==> src/rtl/pcu_pkg.sv <==
package pcu_pkg;
   typedef enum logic [2:0] {
      K_SEQ     = 3'd0,
      K_REL_IMM = 3'd1,
      K_REL_REG = 3'd2,
      K_ABS     = 3'd3,
      K_IDX     = 3'd4,
      K_COND    = 3'd5
   } jump_kind_e;
endpackage

==> src/rtl/pcu_rel_adder.sv <==
module pcu_rel_adder #(
   parameter int PC_W   = 16,
   parameter int OFS_W  = 8,
   parameter bit SIGNED = 1'b1
) (
   input  logic [PC_W-1:0]  base_i,
   input  logic [OFS_W-1:0] ofs_i,
   output logic [PC_W-1:0]  sum_o
);
   localparam int EXT_W = PC_W - OFS_W;
   logic [PC_W-1:0] ofs_ext;

   generate
      if (EXT_W < 1) begin : g_bad
         $error("pcu_rel_adder: PC_W must exceed OFS_W");
      end
      if (SIGNED) begin : g_sext
         assign ofs_ext = {{EXT_W{ofs_i[OFS_W-1]}}, ofs_i};
      end else begin : g_zext
         assign ofs_ext = {{EXT_W{1'b0}}, ofs_i};
      end
   endgenerate

   // carry out is dropped: the sum wraps modulo 2^PC_W
   assign sum_o = base_i + ofs_ext;
endmodule

==> src/rtl/pcu_flag_sel.sv <==
module pcu_flag_sel #(
   parameter int FLAG_W = 8,
   parameter int N_SRC  = 2,
   localparam int BIT_W = $clog2(FLAG_W),
   localparam int SRC_W = (N_SRC > 1) ? $clog2(N_SRC) : 1
) (
   input  logic [N_SRC*FLAG_W-1:0] flags_i,
   input  logic [SRC_W-1:0]        src_i,
   input  logic [BIT_W-1:0]        bit_i,
   input  logic                    pol_i,
   output logic                    hit_o
);
   logic [FLAG_W-1:0] vec [N_SRC];
   logic [FLAG_W-1:0] chosen;

   generate
      if (FLAG_W < 2) begin : g_bad
         $error("pcu_flag_sel: FLAG_W must be at least 2");
      end
      for (genvar s = 0; s < N_SRC; s++) begin : g_src
         assign vec[s] = flags_i[s*FLAG_W +: FLAG_W];
      end
   endgenerate

   always_comb begin
      chosen = '0;
      for (int s = 0; s < N_SRC; s++) begin
         if (src_i == SRC_W'(s)) chosen = vec[s];
      end
   end

   assign hit_o = (chosen[bit_i] == pol_i);
endmodule

==> src/rtl/pcu_pc_reg.sv <==
module pcu_pc_reg #(
   parameter int PC_W = 16,
   parameter logic [PC_W-1:0] RESET_PC = '0
) (
   input  logic            clk,
   input  logic            rst_n,
   input  logic            load_i,
   input  logic [PC_W-1:0] d_i,
   output logic [PC_W-1:0] q_o
);
   always_ff @(posedge clk or negedge rst_n) begin
      if (!rst_n)      q_o <= RESET_PC;
      else if (load_i) q_o <= d_i;
   end


   load_chk: assert property (@(posedge clk) disable iff (!rst_n)
      load_i |=> (q_o == $past(d_i)));

   hold_chk: assert property (@(posedge clk) disable iff (!rst_n)
      !load_i |=> $stable(q_o));
endmodule

==> src/rtl/pc_next_unit.sv <==
module pc_next_unit
   import pcu_pkg::*;
#(
   parameter int PC_W   = 16,
   parameter int OFS_W  = 8,
   parameter int FLAG_W = 8,
   localparam int BIT_W = $clog2(FLAG_W)
) (
   input  logic              clk,
   input  logic              rst_n,
   input  logic              exec_i,
   input  logic [2:0]        kind_i,
   input  logic [PC_W-1:0]   pc_seq_i,
   input  logic [OFS_W-1:0]  imm8_i,
   input  logic [OFS_W-1:0]  reg8_i,
   input  logic [PC_W-1:0]   abs16_i,
   input  logic [PC_W-1:0]   idx16_i,
   input  logic [FLAG_W-1:0] ccr_i,
   input  logic [FLAG_W-1:0] tsr_i,
   input  logic              fsel_src_i,
   input  logic [BIT_W-1:0]  fsel_bit_i,
   input  logic              fsel_pol_i,
   output logic [PC_W-1:0]   pc_next_o,
   output logic              taken_o,
   output logic [PC_W-1:0]   pc_q_o
);
   logic [OFS_W-1:0] ofs_sel;
   logic [PC_W-1:0]  rel_sum;
   logic             flag_hit;
   jump_kind_e       kind;

   assign kind    = jump_kind_e'(kind_i);
   assign ofs_sel = (kind == K_REL_REG) ? reg8_i : imm8_i;

   pcu_rel_adder #(.PC_W(PC_W), .OFS_W(OFS_W), .SIGNED(1'b1)) u_add (
      .base_i(pc_seq_i), .ofs_i(ofs_sel), .sum_o(rel_sum));

   pcu_flag_sel #(.FLAG_W(FLAG_W), .N_SRC(2)) u_flag (
      .flags_i({tsr_i, ccr_i}), .src_i(fsel_src_i), .bit_i(fsel_bit_i),
      .pol_i(fsel_pol_i), .hit_o(flag_hit));

   always_comb begin
      pc_next_o = pc_seq_i;
      taken_o   = 1'b0;
      case (kind)
         K_REL_IMM, K_REL_REG: begin pc_next_o = rel_sum; taken_o = 1'b1; end
         K_ABS:  begin pc_next_o = abs16_i; taken_o = 1'b1; end
         K_IDX:  begin pc_next_o = idx16_i; taken_o = 1'b1; end
         K_COND: if (flag_hit) begin pc_next_o = rel_sum; taken_o = 1'b1; end
         default: ;
      endcase
   end

   pcu_pc_reg #(.PC_W(PC_W)) u_pc (
      .clk(clk), .rst_n(rst_n), .load_i(exec_i), .d_i(pc_next_o), .q_o(pc_q_o));


   not_taken_seq_chk: assert property (@(posedge clk) disable iff (!rst_n)
      !taken_o |-> (pc_next_o == pc_seq_i));

   abs_target_chk: assert property (@(posedge clk) disable iff (!rst_n)
      (kind_i == 3'd3) |-> (taken_o && pc_next_o == abs16_i));

   idx_target_chk: assert property (@(posedge clk) disable iff (!rst_n)
      (kind_i == 3'd4) |-> (taken_o && pc_next_o == idx16_i));

   cond_polarity_chk: assert property (@(posedge clk) disable iff (!rst_n)
      (kind_i == 3'd5 && taken_o) |->
         ((fsel_src_i ? tsr_i[fsel_bit_i] : ccr_i[fsel_bit_i]) == fsel_pol_i));

   unused_kind_chk: assert property (@(posedge clk) disable iff (!rst_n)
      (kind_i == 3'd0 || kind_i > 3'd5) |-> !taken_o);
endmodule

==> config.mk <==
export PLATFORM = sky130hd
export DESIGN_NAME = pc_next_unit
export DESIGN_NICKNAME = d
export VERILOG_FILES = /design/src/rtl/pcu_pkg.sv /design/src/rtl/pcu_rel_adder.sv /design/src/rtl/pcu_flag_sel.sv /design/src/rtl/pcu_pc_reg.sv /design/src/rtl/pc_next_unit.sv
export SDC_FILE = /design/constraint.sdc
export NUM_CORES = 1
export LEC_CHECK = 0
export ABC_AREA = 1
export BUFFER_PORTS_ARGS = -buffer_cell sky130_fd_sc_hd__buf_2
export CAP_MARGIN = 20
export CORE_MARGIN = 1.5
export CORE_UTILIZATION = 30
export CTS_CLUSTER_DIAMETER = 60
export DETAILED_ROUTE_END_ITERATION = 8
export HOLD_SLACK_MARGIN = 0.03
export PLACE_DENSITY_LB_ADDON = 0.3
export SETUP_SLACK_MARGIN = 0.15
export SLEW_MARGIN = 20
export SYNTH_ARGS = -nofsm -noshare
export SYNTH_HDL_FRONTEND = slang
export SYNTH_SLANG_ARGS = --single-unit
==> constraint.sdc <==
create_clock -name clk -period 7.9 [get_ports clk]
set_input_delay 1.58 -clock clk [delete_from_list [all_inputs] [get_ports clk]]
set_output_delay 1.58 -clock clk [all_outputs]
set_load 0.005 [all_outputs]
Yosys cells after proc, flatten, opt, wreduce, memory -nomap -nowiden
Cells that the tools add are included.
{"block": "totals", "reg_bits": 16, "inputBits": 91, "output_inout_bits": 33, "elab_cells": 19}
{"block": "classes", "n_addsub": 1, "n_lt_le_gt_ge": 1, "n_eq_ne": 6, "n_mux": 8, "reduce_logical": 2}
{"operator": "case mux 16 bit (4 select lines)", "n": 1}
{"operator": "adder 16 bit", "n": 1}
{"operator": "2-to-1 mux 16 bit", "n": 1}
{"operator": "2-to-1 mux 8 bit", "n": 2}
{"operator": "== test 3 x 2 -> 1 bit (second input constant)", "n": 2}
{"operator": "== test 3 bit (second input constant)", "n": 2}
{"operator": "< comparator 3 x 4 -> 1 bit (second input constant)", "n": 1}
{"operator": "OR reduction 4 bit", "n": 1}
{"operator": "binary-select mux 1 bit (select 3 bit)", "n": 1}
{"operator": "== test 3 x 1 -> 1 bit (second input constant)", "n": 1}
{"operator": "2-to-1 mux 1 bit", "n": 2}
{"operator": "case mux 1 bit (2 select lines)", "n": 1}
{"operator": "OR reduction 2 bit", "n": 1}
{"operator": "== test 1 bit", "n": 1}

Logic depth before layout (Yosys ltp)
Gate-level depths: netlist (run 1).
{"block": "logic_depth", "ltp_word": 6, "mapped_depth": 22, "depth_no_buf": 21}

Modules after synthesis
A second synthesis (run 1) with hierarchy kept.
{"block": "hier_totals", "hier_cells": 536, "area_unflattened_um2": 2946.6}
{"module": "pc_next_unit", "n_inst": 1, "cells_each": 235, "area_per_inst_um2": 1104.8, "seq_area_each_um2": 0.0}
{"module": "pcu_rel_adder", "n_inst": 1, "cells_each": 179, "area_per_inst_um2": 938.4, "seq_area_each_um2": 0.0}
{"module": "pcu_pc_reg", "n_inst": 1, "cells_each": 68, "area_per_inst_um2": 644.4, "seq_area_each_um2": 400.4}
{"module": "pcu_flag_sel", "n_inst": 1, "cells_each": 54, "area_per_inst_um2": 259.0, "seq_area_each_um2": 0.0}

Worst setup path before layout (run 1)
Ideal clock, no wire load.
{"block": "synth_path", "kind": "input-to-output", "startpoint": "in kind_i[0]", "endpoint": "out pc_next_o[10]", "arrival_time_ns": 3.688, "required_ns": 6.320, "slack_ns": 2.632, "stages": 18, "n_path_buf": 1, "cell_sequence": "inv_2 nand3_2 buf_4 inv_4 nand2_1 nand2_1 ha_1 inv_1 fa_1 nand3b_1 nand2_1 nand2_1 nand2_1 nand3_1 nand2_1 xor2_1 nand2_4 a21boi_1"}
{"block": "synth_between", "elab_chain_cells": 5, "word_cells_on_any_way": 10, "classes_between": "1 x add/sub; 5 x eq/ne; 3 x mux; 1 x reduce/logical"}
{"element": "start, declared", "line_no": "pc_next_unit.sv:12", "source": "input logic [2:0] kind_i,"}
{"element": "== test 3 x 2 -> 1 bit", "line_no": "pc_next_unit.sv:33, pc_next_unit.sv:45"}
{"element": "2-to-1 mux 8 bit", "line_no": "pc_next_unit.sv:33", "source": "assign ofs_sel = (kind == K_REL_REG) ? reg8_i : imm8_i;"}
{"element": "adder 16 bit", "line_no": "pcu_rel_adder.sv:25", "source": "assign sum_o = base_i + ofs_ext;"}
{"element": "2-to-1 mux 16 bit", "line_no": "pc_next_unit.sv:49", "source": "K_COND: if (flag_hit) begin pc_next_o = rel_sum; taken_o = 1'b1; end"}
{"element": "case mux 16 bit (4 select lines) (*)", "line_no": "pc_next_unit.sv:45", "source": "case (kind)"}
{"element": "end, declared", "line_no": "pc_next_unit.sv:23", "source": "output logic [PC_W-1:0] pc_next_o,"}
Mark *: on every way between the ends. The rest lies on a longest branch, timed or not.

Worst setup path in the final report (run 1)
Ends and elaborated chain as after synthesis.

==> flow_metrics.py, run 1 <==
metrics = {
    "setup_path": {
        "required_arrival_time_at_the_worst_endpoint_ps": 6320,
        "cp_num_buf_inv": 5,
        "crit_path_max_incr_delay_ps": 380,
        "critical-path-slowest-cell": "fa_1",
        "criticalPathCategory": "input pin to output port",
        "path_cells": "buf_2, inv_2, nand3_2, inv_4, nand2_1, nand2_1, ha_1, inv_1, fa_1, nand3b_1, nand2_1, nand2_1, nand2_1, nand3_1, nand2_1, xor2_1, nand2_4, a21boi_1, buf_2",
        "worst_ep_arrival_time_ps": 4200,
        "top_family_by_delay_on_critical_path": "simple AND/OR/NAND/NOR gates",
        "timing.reg2reg.setup_slack_ps": 7270,
        "timing.critical_path.fanout_max": 11,
        "critical_path.startpoint_type": "input pin",
        "crit_path_end_kind": "output port",
        "critical-path-top-cell-by-count": "nand2_1",
    },
    "run": {
        "max_capacitance_violation_count": 0,
    },
    "die": {
        "die_x_microns": 106,
        "num_rows": 37,
        "start_util": 0.310,
        "boundaryPins": 124,
        "core-area_sq_um": 10300,
        "die_area_sq_um": 11300,
        "die_height_microns": 106,
    },
    "timing": {
        "post-route-period-util": 0.732,
        "clock_skew_ps": 0,
        "tightestPinTransition_ps": 576,
        "clock.fmax_mhz": 173,
        "final_max_slew_viols": 0,
        "relSlewSlack": 0.615,
        "post-route-min-period_ps": 5780,
        "timing.final.setup_violations": 0,
        "totalNegativeSetupSlack_ps": 0,
        "hold_viol_final": 0,
        "grt_setup_unrepaired": "no",
    },
    "clock_tree": {
        "cts_tree": "done",
        "ctsHoldBuffers": 0,
        "clock_tree.htree_level_count": 1,
        "cts.repair.resized": 0,
        "worst_setup_hold_path_clk_slew_ps": 60,
        "clock_sink_count": 16,
        "postCtsSetupBuffers": 0,
        "clk_lat_worst_skew_ps": 250,
        "cts_buffer_depth": 2,
        "cts_buffers": 3,
        "cts_root_buffer": "clkbuf_8",
    },
    "pwr": {
        "finalPower_uw": 456,
        "power.static_leakage_nw": 2.43,
        "pwr_density_cell_nw_per_um2": 116,
        "ir_drop_v": 0.0000354,
    },
    "layout": {
        "areaGrowthSynthToFinish_pct": 23.3,
        "instances_no_fill": 773,
        "utilization": 0.382,
        "final_net_count": 748,
        "register_bank_with_the_most_flops": "u_pc.q_o",
        "filler_cell_count": 1156,
        "multi_input_comb_area_sq_um": 2310,
        "flip_flop_count_of_the_largest_register_after_layout": 16,
        "final_layout_size_suffix_gt1_frac": 0.327,
        "layout_top_registers": "u_pc.q_o x16",
        "num_antenna_cells": 0,
        "ff_latch_area_sq_um": 400,
    },
    "detailed_routing": {
        "wl_mm": 9.63,
        "via_count": 3539,
        "post_drt_wl_per_cell_microns": 12.5,
        "remaining_drc_errors": 0,
        "antenna_violating_nets_post_route": 0,
        "post_drt_via_cell_ratio": 4.58,
        "drtPass1Iterations": 4,
        "dr.first_iter.drc_count": 138,
    },
    "placement": {
        "portBuffers": 123,
        "place.gp.congestion": 0.843,
        "place.detailed.instances": 769,
        "dp_hpwl_mm": 8.27,
    },
    "yosys": {
        "synth_warnings": 0,
        "yosys_register_bits": 16,
        "synth.top_cells.by_area": "nand2_1 (21%), dfrtp_1 (13%), inv_1 (9.6%)",
        "ys_seq_area_frac": 0.125,
        "synthDistinctLibCells": 36,
        "post_synth.cell_area_avg_sq_um": 6.12,
        "synth.largest_area_cell": "nand2_1",
        "syn-instance-count": 522,
        "synth_largest_type_area_fraction": 0.210,
        "syn_nets": 632,
        "synthesis.area_sq_um": 3200,
    },
    "global_routing": {
        "grt_use_total": 0.174,
        "grt_overflow_total": 0,
        "wire_length_of_the_first_global_routing_pass_mm": 15.9,
        "grt_start_max_net_pins": 31,
        "antenna_found_initial": 0,
        "first_global_vias": 3477,
    },
    "hold_path": {
        "hp-class": "flip-flop to flip-flop",
    },
    "status": {
        "run_status": "completed",
    },
}
## worst register-to-register path, cell delays in order (launching register included)
cell and delay (ps):
dfrtp_1 390, nand2_1 70, nand2_1 60
## layer usage
metal  share of wire  wire [microns]  track usage
met2            0.47            4530        0.294
met3           0.052             505       0.0159
met5               0               0            0
met4           0.010              98       0.0473
met1            0.47            4490        0.236
## through the flow
step	instance area (sq um)	hold slack (ps)	worst slack, ps
final	3940	476	2120
after global routing	3940	504	1840
after CTS	3940	481	2100
after detailed placement	3890	464	2100
after global placement	3890	463	2160
after floorplan	3200	472	2630
## power by group
group	total (mW)	switching [mW]	leakage, nW	internal [mW]
clock network	0.0708	0.0266	0.0288	0.0442
registers	0.102	0.00719	0.196	0.0951
logic	0.283	0.173	2.20	0.110
total	0.456	0.207	2.43	0.249
## synthesized netlist by cell type, drive strengths merged
cell and instances:
dfrtp 16, a21boi 14, buf 10, nand3 76, fa 1, nor2 36, nand2 200, o21ai 5
clkbuf 2, a21oi 12, o21bai 1, inv 101, o22ai 2, nand4 1, nor3 3, xnor2 4
nand3b 1, ha 18, a211oi 12, xor2 6, and3 1
## cells in the final DEF (no fill, tap or decap), types with 12 or more instances in the layout
master / netlist / layout
inv_2: 17 / 17
nor2_1: 35 / 35
dfrtp_1: 16 / 16
inv_1: 82 / 82
ha_1: 18 / 18
buf_2: 3 / 123
nand2_1: 179 / 179
nand3_1: 45 / 45
nand2_4: 13 / 13
a21oi_1: 12 / 12
a21boi_1: 14 / 14
nand3_2: 27 / 27
## worst paths after layout
check | start | to | depth (start not counted)
max in group asynchronous | rst_n | u_pc.q_o[10] | 1
min in group asynchronous | rst_n | u_pc.q_o[5] | 1
setup / recovery | kind_i[0] | pc_next_o[10] | 19
hold reg to reg | u_pc.q_o[14] | u_pc.q_o[14] | 2
hold / removal | u_pc.q_o[14] | u_pc.q_o[14] | 2
setup reg to reg | u_pc.q_o[2] | u_pc.q_o[2] | 2
## final cells by class
type                            count  share of cell area
Multi-Input combinational cell    393               0.586
Timing Repair Buffer              123               0.156
Sequential cell                    16               0.102
Inverter                          101              0.0987
Tap cell                          136              0.0432
Clock buffer                        4              0.0140
## kinds of logic (layout without fill, tap and decap cells)
| logic type | count (synthesis) | in the layout | share of synthesized area |
|---|---|---|---|
| simple gates | 318 | 318 | 0.513 |
| flops | 16 | 16 | 0.125 |
| compound gates | 46 | 46 | 0.106 |
| buf+inv | 113 | 228 | 0.152 |
| xor+xnor | 10 | 10 | 0.0274 |
| fa+ha+maj | 19 | 19 | 0.0767 |
No activity file was read; power rests on OpenSTA's default activity.
==> inputs of run 2 (changes only) <==
--- a/config.mk
+++ b/config.mk
@@ -5,7 +5,7 @@
 export SDC_FILE = /design/constraint.sdc
 export NUM_CORES = 1
 export LEC_CHECK = 0
-export ABC_AREA = 1
+export ABC_AREA = 0
 export BUFFER_PORTS_ARGS = -buffer_cell sky130_fd_sc_hd__buf_2
 export CAP_MARGIN = 20
 export CORE_MARGIN = 1.5
==> constraint.sdc (replaced) <==
create_clock -name clk -period 5 [get_ports clk]
set_input_delay 1 -clock clk [delete_from_list [all_inputs] [get_ports clk]]
set_output_delay 1 -clock clk [all_outputs]
set_load 0.005 [all_outputs]
==> run 2 against run 1 <==
  * Sequential power rose by 64%
  * Die area fell by 21%
  * Via count decreased by 11%
  * Synthesized cell count decreased by 37%
  * Hold slack better by 27 ps
  * Flip-flop and latch count unchanged
  * Clock power grew 47%
  * Clock skew unchanged
==> flow_metrics.py, run 2 <==
metrics = {
    "layout": {
        "layout_top_registers": "u_pc.q_o x16",
        "layout_commonest_cell": "buf_2",
        "areaGrowthSynthToFinish_pct": 49.0,
        "flip_flop_count_of_the_largest_register_after_layout": 16,
        "register_bank_with_the_most_flops": "u_pc.q_o",
        "num_antenna_cells": 0,
        "filler_cell_count": 822,
        "layout.cells.most_common_list": "buf_2 (122), a21oi_1 (40), buf_4 (36)",
        "final_net_count": 590,
        "multi_input_comb_area_sq_um": 2200,
        "final_layout_size_suffix_gt1_frac": 0.452,
        "ff_latch_area_sq_um": 400,
        "instances_no_fill": 583,
        "utilization": 0.459,
    },
    "clock_tree": {
        "cts_buffer_depth": 2,
        "cts_tree": "done",
        "clock_tree.htree_level_count": 1,
        "worst_setup_hold_path_clk_slew_ps": 70,
        "cts_root_buffer": "clkbuf_8",
        "cts_buffers": 3,
        "ctsHoldBuffers": 0,
        "clk_lat_worst_skew_ps": 250,
        "clock_sink_count": 16,
    },
    "yosys": {
        "synthDistinctLibCells": 56,
        "synth_warnings": 0,
        "synth_largest_type_area_fraction": 0.160,
        "synth_edf_count": 0,
        "post_synth.cell_area_avg_sq_um": 7.63,
        "ys_async_sr_fraction": 1.00,
        "synthesis.area_sq_um": 2500,
        "synth_commonest_cells": "a21oi_1 (46), nand2_1 (30), nor2_1 (30), o21ai_0 (30)",
        "syn-instance-count": 328,
        "ys_seq_area_frac": 0.160,
        "yosys_register_bits": 16,
        "synth.largest_area_cell": "dfrtp_1",
        "syn_nets": 438,
        "synth.top_cells.by_area": "dfrtp_1 (16%), a21oi_1 (9.2%), ha_1 (9.0%)",
        "synth_most_common_cell": "a21oi_1",
        "yosys_most_used_dff": "dfrtp_1",
    },
    "die": {
        "core-area_sq_um": 8130,
        "die_x_microns": 94.4,
        "boundaryPins": 124,
        "num_rows": 33,
        "die_height_microns": 94.4,
        "start_util": 0.308,
        "die_area_sq_um": 8900,
    },
    "setup_path": {
        "worst_r2r_path_depth": 1,
        "timing.reg2reg.setup_slack_ps": 4230,
        "worst_ep_arrival_time_ps": 3740,
        "required_arrival_time_at_the_worst_endpoint_ps": 4000,
        "criticalPathCategory": "input pin to output port",
        "critical-path-slowest-cell": "mux2_2",
        "crit_path_end_kind": "output port",
        "path_cells": "buf_6, inv_4, nand2_4, nor2_4, buf_8, mux2_2, ha_1, nand3_1, a21oi_1, o31a_1, o21ai_2, a21boi_0, o311a_1, buf_4, a2bb2oi_1, buf_2",
        "critical_path.startpoint_type": "input pin",
        "top_family_by_delay_on_critical_path": "compound AO/OA/AOI/OAI gates",
        "crit_path_max_incr_delay_ps": 340,
        "crit-reg2reg-launch": "u_pc.q_o[8]",
        "timing.critical_path.fanout_max": 7,
        "cp_num_buf_inv": 5,
        "r2r_end": "u_pc.q_o[8]",
    },
    "placement": {
        "portBuffers": 123,
        "place.gp.congestion": 0.905,
        "place.detailed.instances": 576,
        "place_ws_ps": -114,
        "dp_hpwl_mm": 7.51,
    },
    "timing": {
        "post-route-min-period_ps": 4740,
        "tightestPinTransition_ps": 472,
        "totalNegativeSetupSlack_ps": 0,
        "final_max_slew_viols": 0,
        "timing.final.setup_violations": 0,
        "relSlewSlack": 0.685,
        "post-route-period-util": 0.948,
        "clock_skew_ps": 0,
        "hold_viol_final": 0,
        "grt_setup_unrepaired": "yes",
        "clock.fmax_mhz": 211,
        "worst_slack_ps": 261,
    },
    "detailed_routing": {
        "wl_mm": 9.52,
        "post_drt_via_cell_ratio": 5.38,
        "post_drt_wl_per_cell_microns": 16.3,
        "remaining_drc_errors": 0,
        "dr.first_iter.drc_count": 208,
        "via_count": 3137,
        "drtPass1Iterations": 4,
        "antenna_violating_nets_post_route": 0,
    },
    "global_routing": {
        "wire_length_of_the_first_global_routing_pass_mm": 14.6,
        "grt_overflow_total": 0,
        "antenna_found_initial": 0,
        "grt_use_total": 0.207,
        "grt_start_max_net_pins": 26,
        "first_global_vias": 3017,
    },
    "pwr": {
        "ir_drop_v": 0.000119,
        "pwr_density_cell_nw_per_um2": 198,
        "finalPower_uw": 739,
        "power.static_leakage_nw": 1.74,
    },
    "run": {
        "max_capacitance_violation_count": 0,
    },
    "hold_path": {
        "worstHoldEndpoint": "u_pc.q_o[2]",
        "hold-path-cell-count": 1,
        "holdCritStartpoint": "u_pc.q_o[2]",
        "hp-class": "flip-flop to flip-flop",
    },
    "status": {
        "run_status": "completed",
    },
}
[run 2: changes by cell type after synthesis, moves of 10 or more]
cell,previous run,this run
a21boi_1,14,0
a21o_1,0,10
a21oi_1,12,46
clkbuf_1,2,12
inv_1,82,9
inv_2,17,0
mux2_2,0,18
nand2_1,179,30
nand2_4,13,0
nand3_1,45,7
nand3_2,27,0
o21ai_0,4,30
[run 2: logic make-up after synthesis]
logic type | synth area share
AND/OR/NAND/NOR | 0.174
adder cells (fa/ha/maj) | 0.0980
flip-flops | 0.160
buffers and inverters | 0.0365
multiplexers | 0.136
AO/OA/AOI/OAI | 0.354
XOR/XNOR | 0.0415
[run 2: through the flow]
stage / instance area, sq um / hold WS [ps]
2_1_floorplan: 2510 / 475
3_3_place_gp: 3450 / 475
6_report: 3730 / 504
3_5_place_dp: 3450 / 477
4_1_cts: 3560 / 504
5_1_grt: 3730 / 523
[run 2: layer usage]
layer | up-vias | wire (microns) | global-route usage | share of wire
li1 | 1548 | - | - | -
met1 | 1452 | 4070 | 0.269 | 0.43
met2 | 127 | 4620 | 0.368 | 0.48
met3 | 10 | 731 | 0.0306 | 0.077
met4 | 0 | 101 | 0.0286 | 0.011
met5 | - | 0 | 0 | 0
[run 2: worst max-delay path by stage]
stage / startpoint / to / slack [ps] / cells after the start
finish: kind_i[2] / pc_next_o[13] / 260 / 16
global route: kind_i[2] / pc_next_o[14] / 80 / 19
CTS: kind_i[2] / pc_next_o[13] / 160 / 16
detailed placement: kind_i[2] / pc_next_o[15] / -110 / 16
global placement: kind_i[2] / pc_next_o[13] / -20 / 17
floorplan: kind_i[1] / pc_next_o[13] / 220 / 14
[run 2: what timing repair did]
item | in CTS | in global routing
pin swaps | 2 | 13
resized for setup | 14 | 31
endpoints found under the hold margin | 0 | 0
cloned | 0 | 0
setup buffers | 0 | 4
endpoints found under the setup margin | 4 | 9
[run 2: cell type report]
class,count,share of cell area
well taps,105,0.0352
inverters,10,0.0114
clock buffers,3,0.0111
flip-flops and latches,16,0.107
multi-input cells,288,0.589
repair buffers,161,0.246
[run 2: power breakdown]
part	switching [mW]	total (mW)	leakage, nW	internal (mW)
registers	0.0124	0.167	0.186	0.155
logic	0.239	0.468	1.53	0.229
clock network	0.0507	0.104	0.0216	0.0536
total	0.302	0.739	1.74	0.437
==> inputs of run 3 (changes only) <==
--- a/config.mk
+++ b/config.mk
@@ -8,8 +8,10 @@
 export ABC_AREA = 0
 export BUFFER_PORTS_ARGS = -buffer_cell sky130_fd_sc_hd__buf_2
 export CAP_MARGIN = 20
+export CELL_PAD_IN_SITES_DETAIL_PLACEMENT = 1
+export CELL_PAD_IN_SITES_GLOBAL_PLACEMENT = 2
 export CORE_MARGIN = 1.5
-export CORE_UTILIZATION = 30
+export CORE_UTILIZATION = 22
 export CTS_CLUSTER_DIAMETER = 60
 export DETAILED_ROUTE_END_ITERATION = 8
 export HOLD_SLACK_MARGIN = 0.03
==> run 3 against run 2 <==
  * Clock power rose by 85%
  * Critical path depth rose by 3
  * Setup slack got worse by 83 ps
  * Combinational power rose by 12%
  * Count of clock-buffer cells in the layout rose by 1
  * Utilization fell by 8.8 points
  * Routed wire length rose by 21%
  * Fmax fell by 1.7%
  * Largest power group unchanged
==> flow_metrics.py, run 3 (synthesis gave the netlist of run 2 again) <==
metrics = {
    "detailed_routing": {
        "post_drt_via_cell_ratio": 5.19,
        "drtPass1Iterations": 6,
        "antenna_violating_nets_post_route": 0,
        "wl_mm": 11.5,
        "post_drt_wl_per_cell_microns": 18.0,
        "via_count": 3324,
        "dr.first_iter.drc_count": 98,
        "remaining_drc_errors": 0,
    },
    "layout": {
        "layout_commonest_cell": "buf_2",
        "register_bank_with_the_most_flops": "u_pc.q_o",
        "areaGrowthSynthToFinish_pct": 62.5,
        "layout.cells.most_common_list": "buf_2 (122), buf_4 (58), a21oi_1 (37)",
        "filler_cell_count": 1368,
        "flip_flop_count_of_the_largest_register_after_layout": 16,
        "final_layout_size_suffix_gt1_frac": 0.499,
        "layout.cell_area.non_filler_sq_um": 4070,
        "final_net_count": 612,
        "num_antenna_cells": 0,
        "instances_no_fill": 641,
        "utilization": 0.370,
        "layout_top_registers": "u_pc.q_o x16",
    },
    "setup_path": {
        "cp_num_buf_inv": 6,
        "source_of_the_critical_timing_path": "kind_i[2]",
        "crit-reg2reg-launch": "u_pc.q_o[13]",
        "criticalPathCategory": "input pin to output port",
        "critical_path.startpoint_type": "input pin",
        "required_arrival_time_at_the_worst_endpoint_ps": 4000,
        "crit_path_max_incr_delay_ps": 350,
        "timing.critical_path.fanout_max": 3,
        "critical-path-slowest-cell": "fa_2",
        "path_cells": "buf_8, inv_4, nand2_4, nor2_4, buf_6, mux2_4, ha_4, inv_2, fa_2, nand3b_1, a21oi_2, nor3_4, o311ai_2, buf_4, a21oi_4, xnor2_1, a31oi_1, nand2_1, buf_2",
        "worst_ep_arrival_time_ps": 3820,
        "top_family_by_delay_on_critical_path": "compound AO/OA/AOI/OAI gates",
        "crit_path_end_kind": "output port",
    },
    "timing": {
        "tightestPinTransition_ps": 496,
        "final_max_slew_viols": 0,
        "hold_viol_final": 0,
        "clock_skew_ps": 0,
        "post-route-period-util": 0.964,
        "relSlewSlack": 0.669,
        "grt_setup_unrepaired": "yes",
        "post-route-min-period_ps": 4820,
        "timing.final.setup_violations": 0,
        "clock.fmax_mhz": 207,
    },
    "clock_tree": {
        "ctsHoldBuffers": 0,
        "clk_lat_worst_skew_ps": 260,
        "clock_tree.htree_level_count": 1,
        "cts_buffers": 3,
        "clock_sink_count": 16,
        "worst_setup_hold_path_clk_slew_ps": 60,
        "cts_root_buffer": "clkbuf_16",
        "cts_buffer_depth": 2,
        "cts_tree": "done",
    },
    "global_routing": {
        "busiest_layer": "met2",
        "grt_use_total": 0.188,
        "wire_length_of_the_first_global_routing_pass_mm": 17.3,
        "gr-usage-met1": 0.236,
        "met2_track_demand_over_resource": 0.346,
        "antenna_found_initial": 0,
        "grt_overflow_total": 0,
        "first_global_vias": 3397,
        "global_route.usage.met3": 0.0124,
        "grt_start_max_net_pins": 26,
    },
    "pwr": {
        "finalPower_uw": 882,
        "pwr_density_cell_nw_per_um2": 217,
        "power.static_leakage_nw": 1.88,
        "ir_drop_v": 0.000102,
    },
    "status": {
        "run_status": "completed",
    },
    "die": {
        "die_height_microns": 110,
        "die_x_microns": 110,
        "start_util": 0.228,
        "core-area_sq_um": 11000,
        "die_area_sq_um": 12000,
        "num_rows": 38,
        "boundaryPins": 124,
    },
    "placement": {
        "dp_hpwl_mm": 9.03,
        "post_dp_cell_area_sq_um": 3570,
        "portBuffers": 123,
        "place.detailed.instances": 621,
        "place.gp.congestion": 0.822,
    },
    "hold_path": {
        "hp-class": "flip-flop to flip-flop",
        "holdCritStartpoint": "u_pc.q_o[9]",
    },
    "run": {
        "max_capacitance_violation_count": 0,
    },
}
## run 3: cell count changes in the layout (fill, tap and decap cells not counted), sizes merged
cell and delta:
clkbuf +1, buf +22
## run 3: routing by layer
layer  share of wire  vias to the layer above
met5               0                        -
met4           0.011                        0
met3           0.037                       10
met2            0.51                       85
met1            0.44                     1635
li1                -                     1594
## run 3: final cells by class
cell class	instances	area (sq um)	area share
Multi-Input combinational cell	288	2270	0.559
Clock buffer	4	88.8	0.0218
Timing Repair Buffer	183	1090	0.267
Inverter	10	42.5	0.0105
Tap cell	140	175	0.0431
Sequential cell	16	400	0.0984
## run 3: path summary, 6_finish.rpt
check	end	slack, ps	cells after the start
min in group asynchronous	u_pc.q_o[4]	700	1
worst min register to register	u_pc.q_o[9]	490	1
worst max-delay path	pc_next_o[14]	180	19
worst max register to register	u_pc.q_o[13]	4230	3
max in group asynchronous	u_pc.q_o[6]	3970	1
worst min-delay path	u_pc.q_o[9]	490	1
## run 3: worst reg2reg max path: stages, from the launching register on
cell	delay (ps)
dfrtp_1	380
nor2_1	90
a31oi_1	50
o31a_2	140
## run 3: per-stage QoR
stage | TNS [ps] | hold slack (ps) | worst slack [ps]
after floorplan | 0 | 475 | 217
after global placement | -224 | 472 | -80.3
after detailed placement | -546 | 476 | -174
after CTS | 0 | 493 | 117
after global routing | 0 | 506 | 24.9
final | 0 | 494 | 178
## run 3: report_power, final
group	switching, mW	total (mW)	internal, mW
combinational	0.265	0.523	0.258
sequential	0.0117	0.167	0.155
clock	0.0696	0.192	0.122
total	0.347	0.882	0.535
## run 3: what timing repair did
item / 4_1_cts / 5_1_grt
pin swaps: 7 / 15
buffers inserted: 9 / 7
setup endpoints to repair: 7 / 12
gates resized for setup: 21 / 44
cloned: 0 / 0
